--- config.mk ---
export PLATFORM = sky130hd
export DESIGN_NAME = sync_responder
export DESIGN_NICKNAME = d
export VERILOG_FILES = /design/src/rtl/sync_resp_pkg.sv /design/src/rtl/line_sync.sv /design/src/rtl/low_timer.sv /design/src/rtl/phase_counter.sv /design/src/rtl/sync_responder.sv
export SDC_FILE = /design/constraint.sdc
export NUM_CORES = 1
export LEC_CHECK = 0
export ABC_AREA = 1
export BUFFER_PORTS_ARGS = -buffer_cell sky130_fd_sc_hd__buf_4
export CELL_PAD_IN_SITES_DETAIL_PLACEMENT = 1
export CELL_PAD_IN_SITES_GLOBAL_PLACEMENT = 2
export CORE_UTILIZATION = 32
export CTS_CLUSTER_SIZE = 10
export DETAILED_ROUTE_END_ITERATION = 8
export PLACE_DENSITY_LB_ADDON = 0.12
export SKIP_LAST_GASP = 1
export SYNTH_ARGS = -nofsm -noshare
export SYNTH_HDL_FRONTEND = slang
export SYNTH_SLANG_ARGS = --single-unit
--- constraint.sdc ---
create_clock -name clk -period 1.3 [get_ports clk]
set_input_delay 0.195 -clock clk [delete_from_list [all_inputs] [get_ports clk]]
set_output_delay 0.195 -clock clk [all_outputs]
set_load 0.02 [all_outputs]
--- src/rtl/sync_resp_pkg.sv ---
package sync_resp_pkg;

    typedef enum logic [2:0] {
        ST_IDLE,
        ST_WAIT_HIGH,
        ST_GUARD,
        ST_DRIVE_LOW,
        ST_SPEEDUP,
        ST_FINISH
    } resp_state_e;

    function automatic int unsigned count_bits(input int unsigned max_val);
        return (max_val < 2) ? 1 : $clog2(max_val + 1);
    endfunction

endpackage

--- src/rtl/line_sync.sv ---
module line_sync #(
    parameter int unsigned STAGES    = 2,
    parameter bit          RESET_VAL = 1'b1
) (
    input  logic clk,
    input  logic rst_n,
    input  logic din,
    output logic dout
);
    logic [STAGES-1:0] stage_q;

    for (genvar i = 0; i < STAGES; i++) begin : g_stage
        if (i == 0) begin : g_first
            always_ff @(posedge clk or negedge rst_n) begin
                if (!rst_n) stage_q[0] <= RESET_VAL;
                else        stage_q[0] <= din;
            end
        end else begin : g_next
            always_ff @(posedge clk or negedge rst_n) begin
                if (!rst_n) stage_q[i] <= RESET_VAL;
                else        stage_q[i] <= stage_q[i-1];
            end
        end
    end

    assign dout = stage_q[STAGES-1];
endmodule

--- src/rtl/low_timer.sv ---
module low_timer #(
    parameter int unsigned THRESH = 128
) (
    input  logic clk,
    input  logic rst_n,
    input  logic enable,
    input  logic line_s,
    output logic hit
);
    localparam int unsigned W = sync_resp_pkg::count_bits(THRESH);

    logic [W-1:0] run_q;

    always_ff @(posedge clk or negedge rst_n) begin
        if (!rst_n) begin
            run_q <= '0;
        end else if (!enable || line_s) begin
            run_q <= '0;
        end else if (run_q != W'(THRESH)) begin
            run_q <= run_q + 1'b1;
        end
    end

    assign hit = enable && !line_s && (run_q >= W'(THRESH - 1));
endmodule

--- src/rtl/phase_counter.sv ---
module phase_counter #(
    parameter int unsigned W = 8
) (
    input  logic         clk,
    input  logic         rst_n,
    input  logic         load,
    input  logic [W-1:0] load_val,
    output logic         zero
);
    logic [W-1:0] cnt_q;

    always_ff @(posedge clk or negedge rst_n) begin
        if (!rst_n) begin
            cnt_q <= '0;
        end else if (load) begin
            cnt_q <= load_val;
        end else if (cnt_q != '0) begin
            cnt_q <= cnt_q - 1'b1;
        end
    end

    assign zero = (cnt_q == '0);
endmodule

--- src/rtl/sync_responder.sv ---
module sync_responder #(
    parameter int unsigned REQ_LOW_CYCLES = 128,
    parameter int unsigned GUARD_CYCLES   = 16,
    parameter int unsigned PULSE_CYCLES   = 128,
    parameter int unsigned SYNC_STAGES    = 2
) (
    input  logic clk,
    input  logic rst_n,
    input  logic line_in,
    output logic line_out,
    output logic line_oe,
    output logic sync_seen
);
    import sync_resp_pkg::*;

    localparam int unsigned MAX_PHASE = (GUARD_CYCLES > PULSE_CYCLES) ? GUARD_CYCLES : PULSE_CYCLES;
    localparam int unsigned CW        = count_bits(MAX_PHASE);
    localparam logic [CW-1:0] GUARD_LOAD = CW'(GUARD_CYCLES - 1);
    localparam logic [CW-1:0] PULSE_LOAD = CW'(PULSE_CYCLES - 1);

    resp_state_e state_q, state_d;
    logic        line_s;
    logic        req_hit;
    logic        ph_load;
    logic [CW-1:0] ph_val;
    logic        ph_zero;

    line_sync #(.STAGES(SYNC_STAGES), .RESET_VAL(1'b1)) u_sync (
        .clk   (clk),
        .rst_n (rst_n),
        .din   (line_in),
        .dout  (line_s)
    );

    low_timer #(.THRESH(REQ_LOW_CYCLES)) u_low (
        .clk    (clk),
        .rst_n  (rst_n),
        .enable (state_q == ST_IDLE),
        .line_s (line_s),
        .hit    (req_hit)
    );

    phase_counter #(.W(CW)) u_phase (
        .clk      (clk),
        .rst_n    (rst_n),
        .load     (ph_load),
        .load_val (ph_val),
        .zero     (ph_zero)
    );

    // State register
    always_ff @(posedge clk or negedge rst_n) begin
        if (!rst_n) state_q <= ST_IDLE;
        else        state_q <= state_d;
    end

    // Next state and phase counter loading
    always_comb begin
        state_d = state_q;
        ph_load = 1'b0;
        ph_val  = '0;
        unique case (state_q)
            ST_IDLE: begin
                if (req_hit) state_d = ST_WAIT_HIGH;
            end
            ST_WAIT_HIGH: begin
                if (line_s) begin
                    state_d = ST_GUARD;
                    ph_load = 1'b1;
                    ph_val  = GUARD_LOAD;
                end
            end
            ST_GUARD: begin
                if (ph_zero) begin
                    state_d = ST_DRIVE_LOW;
                    ph_load = 1'b1;
                    ph_val  = PULSE_LOAD;
                end
            end
            ST_DRIVE_LOW: begin
                if (ph_zero) state_d = ST_SPEEDUP;
            end
            ST_SPEEDUP: state_d = ST_FINISH;
            ST_FINISH:  state_d = ST_IDLE;
            default:    state_d = ST_IDLE;
        endcase
    end

    // Outputs
    always_comb begin
        line_oe   = 1'b0;
        line_out  = 1'b0;
        sync_seen = 1'b0;
        unique case (state_q)
            ST_DRIVE_LOW: line_oe = 1'b1;
            ST_SPEEDUP: begin
                line_oe  = 1'b1;
                line_out = 1'b1;
            end
            ST_FINISH: sync_seen = 1'b1;
            default: ;
        endcase
    end
endmodule

==> impl_metrics.toml <==
[clocking]
clockBufferDepth = 2
cts_sinks = 21
cts-buffers-inserted = 3
tritoncts = "yes"
clk_latency_ns = 0.27
cts_root_buf = "clkbuf_8"
clkTransAtPathRegs_ns = 0.08
htreeDepth = 1

[power]
vdd_drop_max_mv = 0.508
powerDensity_nw_per_um2 = 700
p_leak_nw = 0.860

[synth]
ys_ff_latch = 21
postSynthAreaPerCell_sq_um = 7.86
ys_warn_count = 0
synthCells = 152
yosysTopAreaCell = "dfrtp_1"
synth.yosys.seq_area_share_pct = 44.2
synthArstFlopShare_pct = 100
synth_cell_types = 24
synth_area_leaders = "dfrtp_1, nand2_1, inv_1"
synth_fp_nets = 159
yosysMostFrequentCell = "nand2_1"
synth-edff-count = 0
yosysTopAreaCellShare_pct = 39.8
synth_area_sq_um = 1190
synthFlopType = "dfrtp_1"
yosys-top-cells-count = "nand2_1, inv_1, dfrtp_1"

[timing]
hold_slack_ns = 0.0286
fmax_ghz = 0.719
layout_setup_ws_ns = -0.0915
setup_viol = 6
finalCritPeriodShare_pct = 107
hold_viol = 0
rsz0062_at_grt = "true"
fin_crit_ns = 1.39
tightest_slew_ns = 0.293
clock_skew_ns = 0.00599
slew_violations = 0
relSlewSlack_pct = 80.5

[global_route]
grt.overflow.total = 0
antenna_found_initial = 0
grt_start_max_net_pins = 22
grt_usage_pct = 16.2
grt_pass1_wl_mm = 5.04
grt_pass1_vias = 1118

[cells_and_area]
nets = 192
diodes = 0
fin_util_pct = 48.7
syn2layout_area_growth_pct = 41.3
drive_gt1_share_pct = 42.9

[drt]
via_per_inst = 4.61
drcViolationCount = 0
drt-initial-drc-count = 10
drtAntennaViolNets = 0
drt_wl_total_mm = 2.93
drt_pass1_iterations = 4
routedWlPerCell_microns = 12.7
num_vias = 1061

[die]
die_x_microns = 63.1
initial_core_util_pct = 34.5
core_sq_um = 3470
pin_count = 6
die_y_microns = 63.1
num_rows = 21
die-area_sq_um = 3980

[setup_path]
required_ns = 1.11
cp_num_buf_inv = 2
arrival_ns = 1.20
crit_type = "reg -> out"
critPathTopFamily = "flip-flops"
cp_slowest_cell = "dfrtp_2"
crit_path_start_kind = "register"
path_cells = "inv_4 -> nand3_2 -> o21ai_4 -> buf_6"
crit_path_end_kind = "output pin"
slowest_delay_ns = 0.48
worstPathMaxFanout = 5

[worst_hold_path]
hp-class = "in -> reg"

[place]
hpwlAfterDp_mm = 2.00
gp_congestion = 0.711
port_buffers = 5

[flow_run]
cap_violations = 0

[outcome]
violations = "negative setup slack"
status = "finished, violations left"
==> worst register-to-register path: cells and delay by family, from the launching register on <==
family,cells,cell delay (ns)
buf+inv,2,0.25
xor+xnor,1,0.14
fa+ha+maj,1,0.15
simple gates,3,0.31
flops,1,0.40
==> worst paths after layout <==
path	startpoint	end	slack, ns	cells past startpoint
setup / recovery	state_q[2]$_DFFE_PN0P_	line_oe	-0.09	4
hold / removal	line_in	u_sync.stage_q[0]$_DFF_PN1_	0.03	1
setup reg to reg	u_phase.cnt_q[0]$_DFFE_PN0P_	u_phase.cnt_q[0]$_DFFE_PN0P_	-0.04	7
hold reg to reg	u_sync.stage_q[0]$_DFF_PN1_	u_sync.dout$_DFF_PN1_	0.36	0
max in group asynchronous	rst_n	u_sync.stage_q[0]$_DFF_PN1_	0.67	2
min in group asynchronous	rst_n	state_q[1]$_DFFE_PN0P_	0.35	2
==> cell usage in the layout, fill, tap and decap left out <==
master	netlist	final
nand3_1	11	8
nand3_2	1	2
dfrtp_1	19	16
ha_4	0	2
inv_2	3	5
nand2_4	1	3
a21oi_2	0	2
o21ai_0	6	2
dfrtp_2	0	3
o21ai_4	0	1
nand2_1	37	33
nor2_2	4	8
nor3b_1	1	1
dlygate4sd3_1	0	1
nor3_4	0	2
clkinv_2	0	1
and3_1	1	1
nand3_4	0	2
inv_1	22	16
o21ai_1	1	3
nor3_2	1	1
inv_4	0	4
clkbuf_8	0	3
ha_1	4	1
xnor2_1	1	1
nand2_2	1	3
nor2_1	15	9
buf_4	0	23
dfstp_2	2	2
nor2_4	3	5
nand4_1	2	2
buf_6	0	4
a21oi_1	7	5
nor2_8	1	1
ha_2	0	1
nor3_1	5	3
xor2_1	3	3
o21ai_2	0	1
==> cell families (layout without fill, tap and decap cells) <==
group,Yosys count,in the layout,share of synthesized area [%]
AND/OR/NAND/NOR,84,84,35.0
buffers and inverters,25,57,7.85
flip-flops,21,21,44.2
AO/OA/AOI/OAI,14,14,5.86
adder cells (fa/ha/maj),4,4,4.19
XOR/XNOR,4,4,2.93
==> metal layers <==
metal,GRT usage (%),vias to the layer above,share of wire [%]
met4,6.10,0,1.6
met2,27.0,7,49
li1,-,541,-
met1,21.1,508,48
met3,2.17,5,1.3
met5,0,-,0
==> cell type report <==
type | instances | area [sq um]
Clock buffer | 3 | 41.3
Clock inverter | 1 | 5.00
Fill cell | 416 | 1780
Inverter | 25 | 104
Multi-Input combinational cell | 106 | 721
Sequential cell | 21 | 532
Tap cell | 46 | 57.6
Timing Repair Buffer | 28 | 228
==> flip-flops by register name (all words and copies together), names as in the netlist <==
signal          cells
state_q             3
u_low.run_q         8
u_phase.cnt_q       8
u_sync.dout         1
u_sync.stage_q      1
==> report_power, final <==
part | internal (mW) | switching, mW
Combinational | 0.0249 | 0.0387
Clock | 0.214 | 0.230
Sequential | 0.666 | 0.00749
Total | 0.905 | 0.276
==> per-stage QoR <==
step | setup TNS, ns | power (mW) | area, sq um | setup slack, ns | instances
after detailed placement | -0.630 | 0.747 | 1350 | -0.122 | 211
after floorplan | 0 | 0.711 | 1190 | 0.0108 | 152
after global placement | -0.192 | 0.744 | 1350 | -0.0571 | 211
after CTS | -0.341 | 1.20 | 1540 | -0.0711 | 222
final | -0.220 | 1.18 | 1690 | -0.0915 | 230
after global routing | -1.20 | 1.24 | 1690 | -0.151 | 230
==> repair_timing <==
item,4_1_cts,5_1_grt
hold buffers,1,0
hold endpoints to repair,19,0
pin swaps,11,10
endpoints found under the setup margin,18,21
gates resized for setup,25,29
buffers inserted,6,9
Note: power is estimated with default switching activity, not from simulation.
